File: config.mk
export PLATFORM = sky130hd
export DESIGN_NAME = keyed_cfg_port
export DESIGN_NICKNAME = d
export VERILOG_FILES = /design/src/rtl/cfg_port_pkg.sv /design/src/rtl/cfg_key_fsm.sv /design/src/rtl/cfg_global_regs.sv /design/src/rtl/cfg_dev_common.sv /design/src/rtl/keyed_cfg_port.sv
export SDC_FILE = /design/constraint.sdc
export NUM_CORES = 1
export LEC_CHECK = 0
export BUFFER_PORTS_ARGS = -buffer_cell sky130_fd_sc_hd__buf_2
export CAP_MARGIN = 10
export CORE_MARGIN = 1.5
export CORE_UTILIZATION = 40
export DETAILED_ROUTE_END_ITERATION = 7
export PLACE_DENSITY = 0.64
export SLEW_MARGIN = 0
export SYNTH_ARGS = -nofsm -noshare
export SYNTH_HDL_FRONTEND = slang
export SYNTH_SLANG_ARGS = --single-unit
File: constraint.sdc
create_clock -name clk -period 3.3 [get_ports clk]
set_input_delay 0.66 -clock clk [delete_from_list [all_inputs] [get_ports clk]]
set_output_delay 0.66 -clock clk [all_outputs]
set_load 0.02 [all_outputs]
File: src/rtl/cfg_port_pkg.sv
package cfg_port_pkg;

  typedef enum logic [1:0] {
    KEY_LOCKED = 2'd0,
    KEY_HALF   = 2'd1,
    KEY_OPEN   = 2'd2
  } key_state_e;

  localparam logic [7:0] UNLOCK_KEY    = 8'h87;
  localparam logic [7:0] LOCK_KEY      = 8'hAA;
  localparam logic [7:0] IDX_LDN       = 8'h07;
  localparam logic [7:0] IDX_ID_FIRST  = 8'h20;
  localparam logic [7:0] IDX_ID_LAST   = 8'h24;
  localparam logic [7:0] IDX_BANK_BASE = 8'h30;
  localparam logic [7:0] IDX_ENABLE    = 8'h30;
  localparam logic [7:0] IDX_ADDR_HI   = 8'h60;
  localparam logic [7:0] IDX_ADDR_LO   = 8'h61;
  localparam logic [7:0] LOCKED_READ   = 8'hFF;

  function automatic logic is_bank_idx(input logic [7:0] idx);
    return idx >= IDX_BANK_BASE;
  endfunction

  function automatic logic is_common_idx(input logic [7:0] idx);
    return (idx == IDX_ENABLE) || (idx == IDX_ADDR_HI) || (idx == IDX_ADDR_LO);
  endfunction

  function automatic logic is_id_idx(input logic [7:0] idx);
    return (idx >= IDX_ID_FIRST) && (idx <= IDX_ID_LAST);
  endfunction

  // Identification byte for an index in 0x20..0x24; high byte at lower index.
  function automatic logic [7:0] id_byte(input logic [7:0]  idx,
                                         input logic [15:0] dev_id,
                                         input logic [7:0]  rev,
                                         input logic [15:0] mfr_id);
    case (idx)
      8'h20:   return dev_id[15:8];
      8'h21:   return dev_id[7:0];
      8'h22:   return rev;
      8'h23:   return mfr_id[15:8];
      8'h24:   return mfr_id[7:0];
      default: return 8'h00;
    endcase
  endfunction

endpackage

File: src/rtl/cfg_key_fsm.sv
module cfg_key_fsm
  import cfg_port_pkg::*;
(
  input  logic       clk,
  input  logic       rst_n,
  input  logic       idx_wr,
  input  logic [7:0] wdata,
  output logic       unlocked,
  output logic       idx_load
);

  key_state_e state_q, state_d;
  logic       key_open_hit;
  logic       key_lock_hit;

  assign key_open_hit = idx_wr && (wdata == UNLOCK_KEY);
  assign key_lock_hit = idx_wr && (wdata == LOCK_KEY);

  always_comb begin
    state_d = state_q;
    case (state_q)
      KEY_LOCKED: if (idx_wr) state_d = key_open_hit ? KEY_HALF : KEY_LOCKED;
      KEY_HALF:   if (idx_wr) state_d = key_open_hit ? KEY_OPEN : KEY_LOCKED;
      KEY_OPEN:   if (key_lock_hit) state_d = KEY_LOCKED;
      default:    state_d = KEY_LOCKED;
    endcase
  end

  always_ff @(posedge clk) begin
    if (!rst_n) state_q <= KEY_LOCKED;
    else        state_q <= state_d;
  end

  assign unlocked = (state_q == KEY_OPEN);
  assign idx_load = idx_wr && unlocked && !key_lock_hit;


  open_from_half_chk: assert property (@(posedge clk) disable iff (!rst_n)
    $rose(unlocked) |-> $past(state_q == KEY_HALF));


  no_idx_wr_hold_chk: assert property (@(posedge clk) disable iff (!rst_n)
    !idx_wr |=> $stable(state_q));


  lock_key_chk: assert property (@(posedge clk) disable iff (!rst_n)
    (unlocked && idx_wr && wdata == LOCK_KEY) |=> !unlocked);

endmodule

File: src/rtl/cfg_global_regs.sv
module cfg_global_regs
  import cfg_port_pkg::*;
#(
  parameter logic [15:0] DEV_ID = 16'h5A3C,
  parameter logic [7:0]  REV    = 8'h11,
  parameter logic [15:0] MFR_ID = 16'h1934
) (
  input  logic       clk,
  input  logic       rst_n,
  input  logic       unlocked,
  input  logic       data_wr,
  input  logic [7:0] index,
  input  logic [7:0] wdata,
  output logic [7:0] ldn_q,
  output logic [7:0] rd_byte
);

  logic ldn_we;

  assign ldn_we = unlocked && data_wr && (index == IDX_LDN);

  always_ff @(posedge clk) begin
    if (!rst_n)      ldn_q <= 8'h00;
    else if (ldn_we) ldn_q <= wdata;
  end

  always_comb begin
    if (index == IDX_LDN)      rd_byte = ldn_q;
    else if (is_id_idx(index)) rd_byte = id_byte(index, DEV_ID, REV, MFR_ID);
    else                       rd_byte = 8'h00;
  end


  ldn_locked_stable_chk: assert property (@(posedge clk) disable iff (!rst_n)
    !unlocked |=> $stable(ldn_q));

endmodule

File: src/rtl/cfg_dev_common.sv
module cfg_dev_common
  import cfg_port_pkg::*;
#(
  parameter int NUM_DEV = 8
) (
  input  logic       clk,
  input  logic       rst_n,
  input  logic       wr_en,
  input  logic [7:0] index,
  input  logic [7:0] ldn,
  input  logic [7:0] wdata,
  output logic [7:0] rd_byte,
  output logic       hit
);

  localparam int LDN_W = (NUM_DEV > 1) ? $clog2(NUM_DEV) : 1;

  logic [NUM_DEV-1:0] en_vec;
  logic [15:0]        base_arr [NUM_DEV];
  logic               in_range;
  logic [LDN_W-1:0]   ldn_l;

  for (genvar d = 0; d < NUM_DEV; d++) begin : g_dev
    logic        en_d;
    logic [15:0] base_d;
    logic        sel_d;

    assign sel_d = (ldn == 8'(d));

    always_ff @(posedge clk) begin
      if (!rst_n) begin
        en_d   <= 1'b0;
        base_d <= 16'h0000;
      end else if (wr_en && sel_d) begin
        case (index)
          IDX_ENABLE:  en_d         <= wdata[0];
          IDX_ADDR_HI: base_d[15:8] <= wdata;
          IDX_ADDR_LO: base_d[7:0]  <= wdata;
          default: ;
        endcase
      end
    end

    assign en_vec[d]   = en_d;
    assign base_arr[d] = base_d;
  end

  assign in_range = (ldn < 8'(NUM_DEV));
  assign ldn_l    = ldn[LDN_W-1:0];
  assign hit      = is_common_idx(index);

  always_comb begin
    rd_byte = 8'h00;
    if (in_range) begin
      case (index)
        IDX_ENABLE:  rd_byte = {7'b0, en_vec[ldn_l]};
        IDX_ADDR_HI: rd_byte = base_arr[ldn_l][15:8];
        IDX_ADDR_LO: rd_byte = base_arr[ldn_l][7:0];
        default:     rd_byte = 8'h00;
      endcase
    end
  end


  enable_hold_chk: assert property (@(posedge clk) disable iff (!rst_n)
    !wr_en |=> $stable(en_vec));


  out_of_range_hold_chk: assert property (@(posedge clk) disable iff (!rst_n)
    !in_range |=> $stable(en_vec));

endmodule

File: src/rtl/keyed_cfg_port.sv
module keyed_cfg_port
  import cfg_port_pkg::*;
#(
  parameter int          NUM_DEV = 8,
  parameter logic [15:0] DEV_ID  = 16'h5A3C,
  parameter logic [7:0]  REV     = 8'h11,
  parameter logic [15:0] MFR_ID  = 16'h1934
) (
  input  logic       clk,
  input  logic       rst_n,
  input  logic       bus_wr,
  input  logic       bus_rd,
  input  logic       bus_addr,
  input  logic [7:0] bus_wdata,
  output logic [7:0] bus_rdata,
  output logic [7:0] bank_sel,
  output logic [7:0] bank_idx,
  output logic       bank_wr,
  output logic       bank_rd,
  output logic [7:0] bank_wdata,
  input  logic [7:0] bank_rdata
);

  logic       idx_wr;
  logic       data_wr;
  logic       data_rd;
  logic       unlocked;
  logic       idx_load;
  logic [7:0] index_q;
  logic [7:0] ldn_q;
  logic [7:0] glob_rd;
  logic [7:0] comm_rd;
  logic       comm_hit;
  logic       bank_space;
  logic [7:0] data_rd_byte;

  assign idx_wr  = bus_wr && !bus_addr;
  assign data_wr = bus_wr &&  bus_addr;
  assign data_rd = bus_rd &&  bus_addr;

  cfg_key_fsm u_key (
    .clk      (clk),
    .rst_n    (rst_n),
    .idx_wr   (idx_wr),
    .wdata    (bus_wdata),
    .unlocked (unlocked),
    .idx_load (idx_load)
  );

  always_ff @(posedge clk) begin
    if (!rst_n)        index_q <= 8'h00;
    else if (idx_load) index_q <= bus_wdata;
  end

  cfg_global_regs #(
    .DEV_ID (DEV_ID),
    .REV    (REV),
    .MFR_ID (MFR_ID)
  ) u_glob (
    .clk      (clk),
    .rst_n    (rst_n),
    .unlocked (unlocked),
    .data_wr  (data_wr),
    .index    (index_q),
    .wdata    (bus_wdata),
    .ldn_q    (ldn_q),
    .rd_byte  (glob_rd)
  );

  assign bank_space = is_bank_idx(index_q);

  cfg_dev_common #(
    .NUM_DEV (NUM_DEV)
  ) u_comm (
    .clk     (clk),
    .rst_n   (rst_n),
    .wr_en   (unlocked && data_wr && bank_space),
    .index   (index_q),
    .ldn     (ldn_q),
    .wdata   (bus_wdata),
    .rd_byte (comm_rd),
    .hit     (comm_hit)
  );

  assign bank_sel   = ldn_q;
  assign bank_idx   = index_q;
  assign bank_wdata = bus_wdata;
  assign bank_wr    = unlocked && data_wr && bank_space;
  assign bank_rd    = unlocked && data_rd && bank_space;

  always_comb begin
    if (!unlocked)       data_rd_byte = LOCKED_READ;
    else if (!bank_space) data_rd_byte = glob_rd;
    else if (comm_hit)   data_rd_byte = comm_rd;
    else                 data_rd_byte = bank_rdata;
  end

  always_comb begin
    if (!bus_rd)       bus_rdata = 8'h00;
    else if (bus_addr) bus_rdata = data_rd_byte;
    else               bus_rdata = unlocked ? index_q : LOCKED_READ;
  end


  locked_no_strobe_chk: assert property (@(posedge clk) disable iff (!rst_n)
    !unlocked |-> (!bank_wr && !bank_rd));


  locked_index_hold_chk: assert property (@(posedge clk) disable iff (!rst_n)
    !unlocked |=> $stable(index_q));


  strobe_excl_chk: assert property (@(posedge clk) disable iff (!rst_n)
    $onehot0({bank_wr, bank_rd}));

endmodule

Yosys cells after proc, flatten, opt, wreduce, memory -nomap -nowiden
Cells that the tools add are included.
{"block": "word_totals", "regBits": 154, "latchBits": 0, "mem_bits_rw": 0, "rom_bits": 0, "input_bits": 21, "out_inout_bits": 34, "word_cells": 131, "mem_count": 0}
{"block": "op_classes", "add_sub_neg": 0, "n_mul": 0, "n_div": 0, "order_cmp": 6, "eq_ne": 23, "shifts": 0, "n_mux": 22, "n_bitwise": 1, "n_reduce_logical": 52}
{"op": "$mux 8", "count": 8}
{"op": "$bmux 16 s3", "count": 1}
{"op": "$eq 8x6->1 const B", "count": 6}
{"op": "$reduce_and 2->1", "count": 24}
{"op": "$eq 8x3->1 const B", "count": 5}
{"op": "$pmux 7 s5", "count": 1}
{"op": "$mux 16", "count": 2}
{"op": "$pmux 8 s3", "count": 1}
{"op": "$logic_and 1x1->1", "count": 21}
{"op": "$eq 8x2->1 const B", "count": 2}
{"op": "$eq 8x7->1 const B", "count": 2}
{"op": "$eq 8x8->1 const B", "count": 2}
{"op": "$ge 8x6->1 const B", "count": 2}
{"op": "$eq 8x1->1 const B", "count": 1}
{"op": "$le 8x6->1 const B", "count": 1}
{"op": "$logic_not 8->1", "count": 1}
{"op": "$lt 8x4->1 const B", "count": 1}
{"op": "$mux 2", "count": 4}
{"op": "$mux 7", "count": 1}
{"op": "$pmux 2 s3", "count": 1}
{"op": "$ge 4x4->1 const B", "count": 1}
{"op": "$lt 3x4->1 const B", "count": 1}
{"op": "$ne 2x1->1 const B", "count": 2}
{"op": "$not 3->4", "count": 1}
{"op": "other kinds (9)", "count": 12}

Longest topological paths before layout
{"block": "logic_depth", "ltp_word": 11, "ltp_mapped": 8, "depth_no_buf": 5}

Modules after synthesis
From an unflattened synthesis, not the netlist that was laid out.
{"block": "unflattened", "hier_cells": 736, "area_unflattened_um2": 7716.2}
{"mod": "cfg_dev_common", "instances": 1, "cells_each": 562, "area_per_inst_um2": 6234.7, "seq_area_each_um2": 2722.6}
{"mod": "keyed_cfg_port", "instances": 1, "cells_each": 92, "area_per_inst_um2": 782.0, "seq_area_each_um2": 160.2}
{"mod": "cfg_global_regs", "instances": 1, "cells_each": 65, "area_per_inst_um2": 529.3, "seq_area_each_um2": 160.2}
{"mod": "cfg_key_fsm", "instances": 1, "cells_each": 17, "area_per_inst_um2": 170.2, "seq_area_each_um2": 40.0}

Worst setup path before layout
OpenSTA, ideal clock, no wires.
{"block": "synth_timing", "path_kind": "flip-flop to output port", "startpoint": "register index_q[4], in the netlist bank_idx[4]", "endpoint": "output bus_rdata[6]", "arrival_time_ps": 2252, "required_time_ps": 2640, "setup_slack_ps": 388, "stages_incl_launch_ff": 7, "n_path_buf": 1, "path_cell_list": "dfxtp_1 > buf_2 > nor3b_1 > o2111ai_1 > nor3_1 > a221oi_1 > o32ai_1"}
{"block": "synth_between", "elab_chain_len": 8, "word_cells_on_any_way": 25, "cone_classes": "order compare: 3; eq/ne: 9; mux: 10; reduce/logical: 3"}
{"element": "from (decl)", "line": "keyed_cfg_port.sv:29", "rtl": "logic [7:0] index_q;"}
{"element": "from (signal assigned)", "line": "keyed_cfg_port.sv:52", "rtl": "else if (idx_load) index_q <= bus_wdata;"}
{"element": "$ge 8x6->1, or another cell as far along", "line": "cfg_port_pkg.sv:29", "rtl": "return (idx >= IDX_ID_FIRST) && (idx <= IDX_ID_LAST);"}
{"element": "$logic_and 1x1->1, or another cell as far along", "line": "cfg_port_pkg.sv:29"}
{"element": "$mux 7, or another cell as far along", "line": "cfg_global_regs.sv:29", "rtl": "else if (is_id_idx(index)) rd_byte = id_byte(index, DEV_ID, REV, MFR_ID);"}
{"element": "$mux 8 (on tied branches)", "line": "cfg_global_regs.sv:28, keyed_cfg_port.sv:94"}
{"element": "$mux 8 (*)", "line": "keyed_cfg_port.sv:93", "rtl": "else if (!bank_space) data_rd_byte = glob_rd;"}
{"element": "$mux 8 (*)", "line": "keyed_cfg_port.sv:92", "rtl": "if (!unlocked) data_rd_byte = LOCKED_READ;"}
{"element": "$mux 8 (*)", "line": "keyed_cfg_port.sv:100", "rtl": "else if (bus_addr) bus_rdata = data_rd_byte;"}
{"element": "$mux 8 (*)", "line": "keyed_cfg_port.sv:99", "rtl": "if (!bus_rd) bus_rdata = 8'h00;"}
{"element": "to (decl)", "line": "keyed_cfg_port.sv:15", "rtl": "output logic [7:0] bus_rdata,"}
Every way passes the cells marked *; elsewhere a longest branch is shown, timed or not.

Worst setup path in the final report
{"block": "layout_timing", "startpoint": "register u_glob.ldn_q[1]", "endpoint": "output bus_rdata[4]"}
{"block": "layout_between", "elab_chain_len": 11, "word_cells_on_any_way": 12, "cone_classes": "order compare: 1; mux: 10; bitwise: 1"}
{"element": "from (decl)", "line": "cfg_global_regs.sv:14", "rtl": "output logic [7:0] ldn_q,"}
{"element": "from (signal assigned)", "line": "cfg_global_regs.sv:24", "rtl": "else if (ldn_we) ldn_q <= wdata;"}
{"element": "$not 3->4 (implied by the code)", "line": "cfg_dev_common.sv:57, cfg_dev_common.sv:58"}
{"element": "$bmux 16 s3", "line": "cfg_dev_common.sv:57, cfg_dev_common.sv:58"}
{"element": "$mux 16 (implied by the code) (2 in a row)", "line": "cfg_dev_common.sv:58", "rtl": "IDX_ADDR_LO: rd_byte = base_arr[ldn_l][7:0];"}
{"element": "$pmux 8 s3", "line": "cfg_dev_common.sv:55", "rtl": "case (index)"}
{"element": "$mux 8 (*)", "line": "cfg_dev_common.sv:54", "rtl": "if (in_range) begin"}
{"element": "$mux 8 (*)", "line": "keyed_cfg_port.sv:94", "rtl": "else if (comm_hit) data_rd_byte = comm_rd;"}
{"element": "$mux 8 (*)", "line": "keyed_cfg_port.sv:93"}
{"element": "$mux 8 (*)", "line": "keyed_cfg_port.sv:92"}
{"element": "$mux 8 (*)", "line": "keyed_cfg_port.sv:100"}
{"element": "$mux 8 (*)", "line": "keyed_cfg_port.sv:99"}
Every way passes the cells marked *; elsewhere a longest branch is shown, timed or not. The select of a mux whose other input is x is not followed.

==> flow_summary.json <==
{
  "drive_gt1_frac": 0.2428,
  "netlist_area_um2": 7777,
  "synth_edf_count": 0,
  "min_from": "u_comm.g_dev[4].base_d[7]",
  "tns_ps": 0,
  "root_buffer": "clkbuf_16",
  "core_area_um2": 18890,
  "grt_pass1_wl_mm": 32.58,
  "place_area_um2": 8347,
  "ys.flop_type": "dfxtp_1",
  "route.detailed.drc": 0,
  "drv_cap": 0,
  "max_freq_mhz": 314.0,
  "slowest_stage": "dfxtp_4",
  "reg2reg_depth": 6,
  "cp.depth": 6,
  "initial_core_util": 0.4117,
  "first_global_vias": 5599,
  "p_leak_uw": 0.003524,
  "ir_drop_mv": 0.2738,
  "period_needed_ps": 3185,
  "drt-wirelength-per-cell_um": 19.62,
  "fill_cells": 1757,
  "antenna_found_initial": 0,
  "via_per_inst": 5.432,
  "io-pin-count": 55,
  "final_area_um2": 9002,
  "vias": 5774,
  "htreeDepth": 4,
  "syn_area_per_cell_um2": 10.50,
  "grt_overflow": 0,
  "synth_cell_types": 64,
  "required_ps": 2640,
  "diodes": 0,
  "io_buffers": 54,
  "cts_tree": "yes",
  "startpoint": "u_glob.ldn_q[1]",
  "worst_hold_path.num_cells": 2,
  "r2r-start": "bank_idx[2]",
  "grt_usage": 0.2126,
  "slew_headroom": 0.3909,
  "grt_max_degree": 41,
  "status": "complete, no violations",
  "drtAntennaViolNets": 0,
  "layout.cells.non_filler": 1063,
  "hold-worst-slack_ps": 457.6,
  "syn_nets": 762,
  "seq_area_frac_synth": 0.3964,
  "cp-end-kind": "output port",
  "crit_buf_inv": 2,
  "cts_sinks": 154,
  "finalSetupViolCount": 0,
  "firstDrtPassIters": 5,
  "finalPower_uw": 3905,
  "drtIter0Drc": 434,
  "gp_congestion": 0.8614,
  "synthCells": 741,
  "die_y_um": 142.4,
  "cellPowerDensity_nw_per_um2": 433.8,
  "clock_latency_ps": 430,
  "die_area_um2": 20290,
  "synth-seq-cells": 154,
  "start_kind": "register",
  "nets": 811,
  "syn_to_final_growth_pct": 15.75,
  "critical_path_class": "register to output port",
  "dpl.cell_count": 1026,
  "min_period_over_period": 0.9652,
  "path_clk_slew_ps": 60,
  "critPathArrivalTime_ps": 2530,
  "route.final.wire_length_mm": 20.86,
  "hold_viol_final": 0,
  "hold_class": "register to register",
  "cts_buffers": 17,
  "rsz0062_at_grt": "false",
  "die_w_um": 142.4,
  "cpLargestDelayFamily": "multiplexers",
  "dp_hpwl_mm": 14.01,
  "synthArstFlopShare": 0,
  "tightest_slew_ps": 908.1,
  "slowest_delay_ps": 500,
  "finalClockSkew_ps": 12.21,
  "crit_fanout": 12,
  "clockBufferDepth": 2,
  "rows": 50,
  "slew_viol_final": 0,
  "ys_warn_count": 0,
  "path_cells": "buf_4 > mux4_2 > mux2i_1 > o22ai_1 > o211a_1 > buf_2"
}
[report_power, final]
part | switching [uW] | internal [uW]
Combinational | 101 | 48.1
Sequential | 0.0190 | 1860
Clock | 845 | 1050
[placed cells by master (no fill, tap or decap), types with 5 or more instances in the layout]
master     count
a21boi_1       8
a21oi_1        6
a31oi_1        5
buf_2         53
buf_4         37
clkbuf_16     18
dfxtp_1      149
mux2i_1      158
mux4_2        34
nand2_1       86
nand2b_1       5
nand3_1       12
nand4_1        5
nor2_1        12
nor2b_1       86
nor4_4         5
o21ai_0       14
o22ai_1        6
[per-stage QoR]
stage | util | worst slack, ps
global placement | 0.4418 | 432.0
detailed placement | 0.4418 | 352.4
floorplan | - | 388.3
finish | 0.4765 | 114.9
global route | 0.4765 | 19.24
CTS | 0.4734 | 1.932
[area by class of cell]
cell class | count | area, um^2 | area share
Clock buffer | 18 | 429.2 | 0.04767
Clock inverter | 14 | 137.6 | 0.01529
Inverter | 5 | 22.52 | 0.002502
Multi-Input combinational cell | 519 | 4394 | 0.4881
Sequential cell | 154 | 3094 | 0.3437
Tap cell | 260 | 325.3 | 0.03614
Timing Repair Buffer | 93 | 599.3 | 0.06657
[what timing repair did]
item                                   in CTS  in global routing
setup endpoints to repair                   7                  6
hold buffers                                0                  0
buffers inserted                            3                  1
pin swaps                                   0                  0
cloned                                      0                  1
gates resized for setup                     3                  6
endpoints found under the hold margin       0                  0
[kinds of logic after synthesis]
| logic type | synth area share |
|---|---|
| DFF | 0.3964 |
| AOI/OAI and AO/OA | 0.05808 |
| xor gates and xnor gates | 0.001126 |
| and+or+nand+nor | 0.1990 |
| buffers and inverters | 0.04086 |
| muxes | 0.3045 |
[worst min-delay path, delay by kind of cell (launching register included)]
family / cells / cell delay, ps
multiplexers: 1 / 50
AND/OR/NAND/NOR: 1 / 50
flip-flops: 1 / 310
[final timing paths]
| path | end | slack [ps] |
|---|---|---|
| setup / recovery | bus_rdata[4] | 110 |
| hold / removal | u_comm.g_dev[4].base_d[7] | 460 |
| setup reg to reg | u_comm.g_dev[4].base_d[12] | 830 |
| hold reg to reg | u_comm.g_dev[4].base_d[7] | 460 |
[flip-flops by register name, indices dropped and copies added, names as in the netlist]
name and cells:
u_comm.g_dev.en_d 8, u_key.state_q 2, bank_idx 8, u_glob.ldn_q 8
u_comm.g_dev.base_d 128
[synth_stat cells, types with 2 or more instances]
cell type / instances / area (um^2)
a211o_1: 4 / 35.03
a211oi_1: 2 / 15.01
a21boi_1: 8 / 60.06
a21o_1: 2 / 15.01
a21oi_1: 6 / 30.03
a221o_1: 4 / 40.04
a221oi_1: 2 / 17.52
a31oi_1: 5 / 31.28
and2_1: 2 / 12.51
and3_1: 3 / 18.77
and4_1: 2 / 17.52
buf_2: 11 / 55.05
buf_4: 11 / 82.58
clkbuf_1: 39 / 146.4
dfxtp_1: 154 / 3083
inv_1: 5 / 18.77
mux2i_1: 159 / 1592
mux4_2: 34 / 765.7
nand2_1: 86 / 322.8
nand2_2: 4 / 25.02
nand2b_1: 5 / 31.28
nand3_1: 12 / 60.06
nand3b_1: 2 / 15.01
nand4_1: 5 / 31.28
nand4_2: 4 / 50.05
nand4b_1: 2 / 17.52
nor2_1: 12 / 45.04
nor2_2: 4 / 25.02
nor2b_1: 86 / 538.0
nor3_1: 5 / 25.02
nor3b_1: 3 / 22.52
nor4_2: 3 / 37.54
nor4_4: 5 / 106.4
o21ai_0: 14 / 70.07
o221a_2: 2 / 22.52
o22ai_1: 6 / 37.54
[per-layer routing]
metal | share of wire | global-route usage
met1 | 0.48 | 0.3013
met2 | 0.44 | 0.3227
met3 | 0.051 | 0.04341
met4 | 0.023 | 0.06891
met5 | 0 | 0
Note: power is estimated with default switching activity, not from simulation.
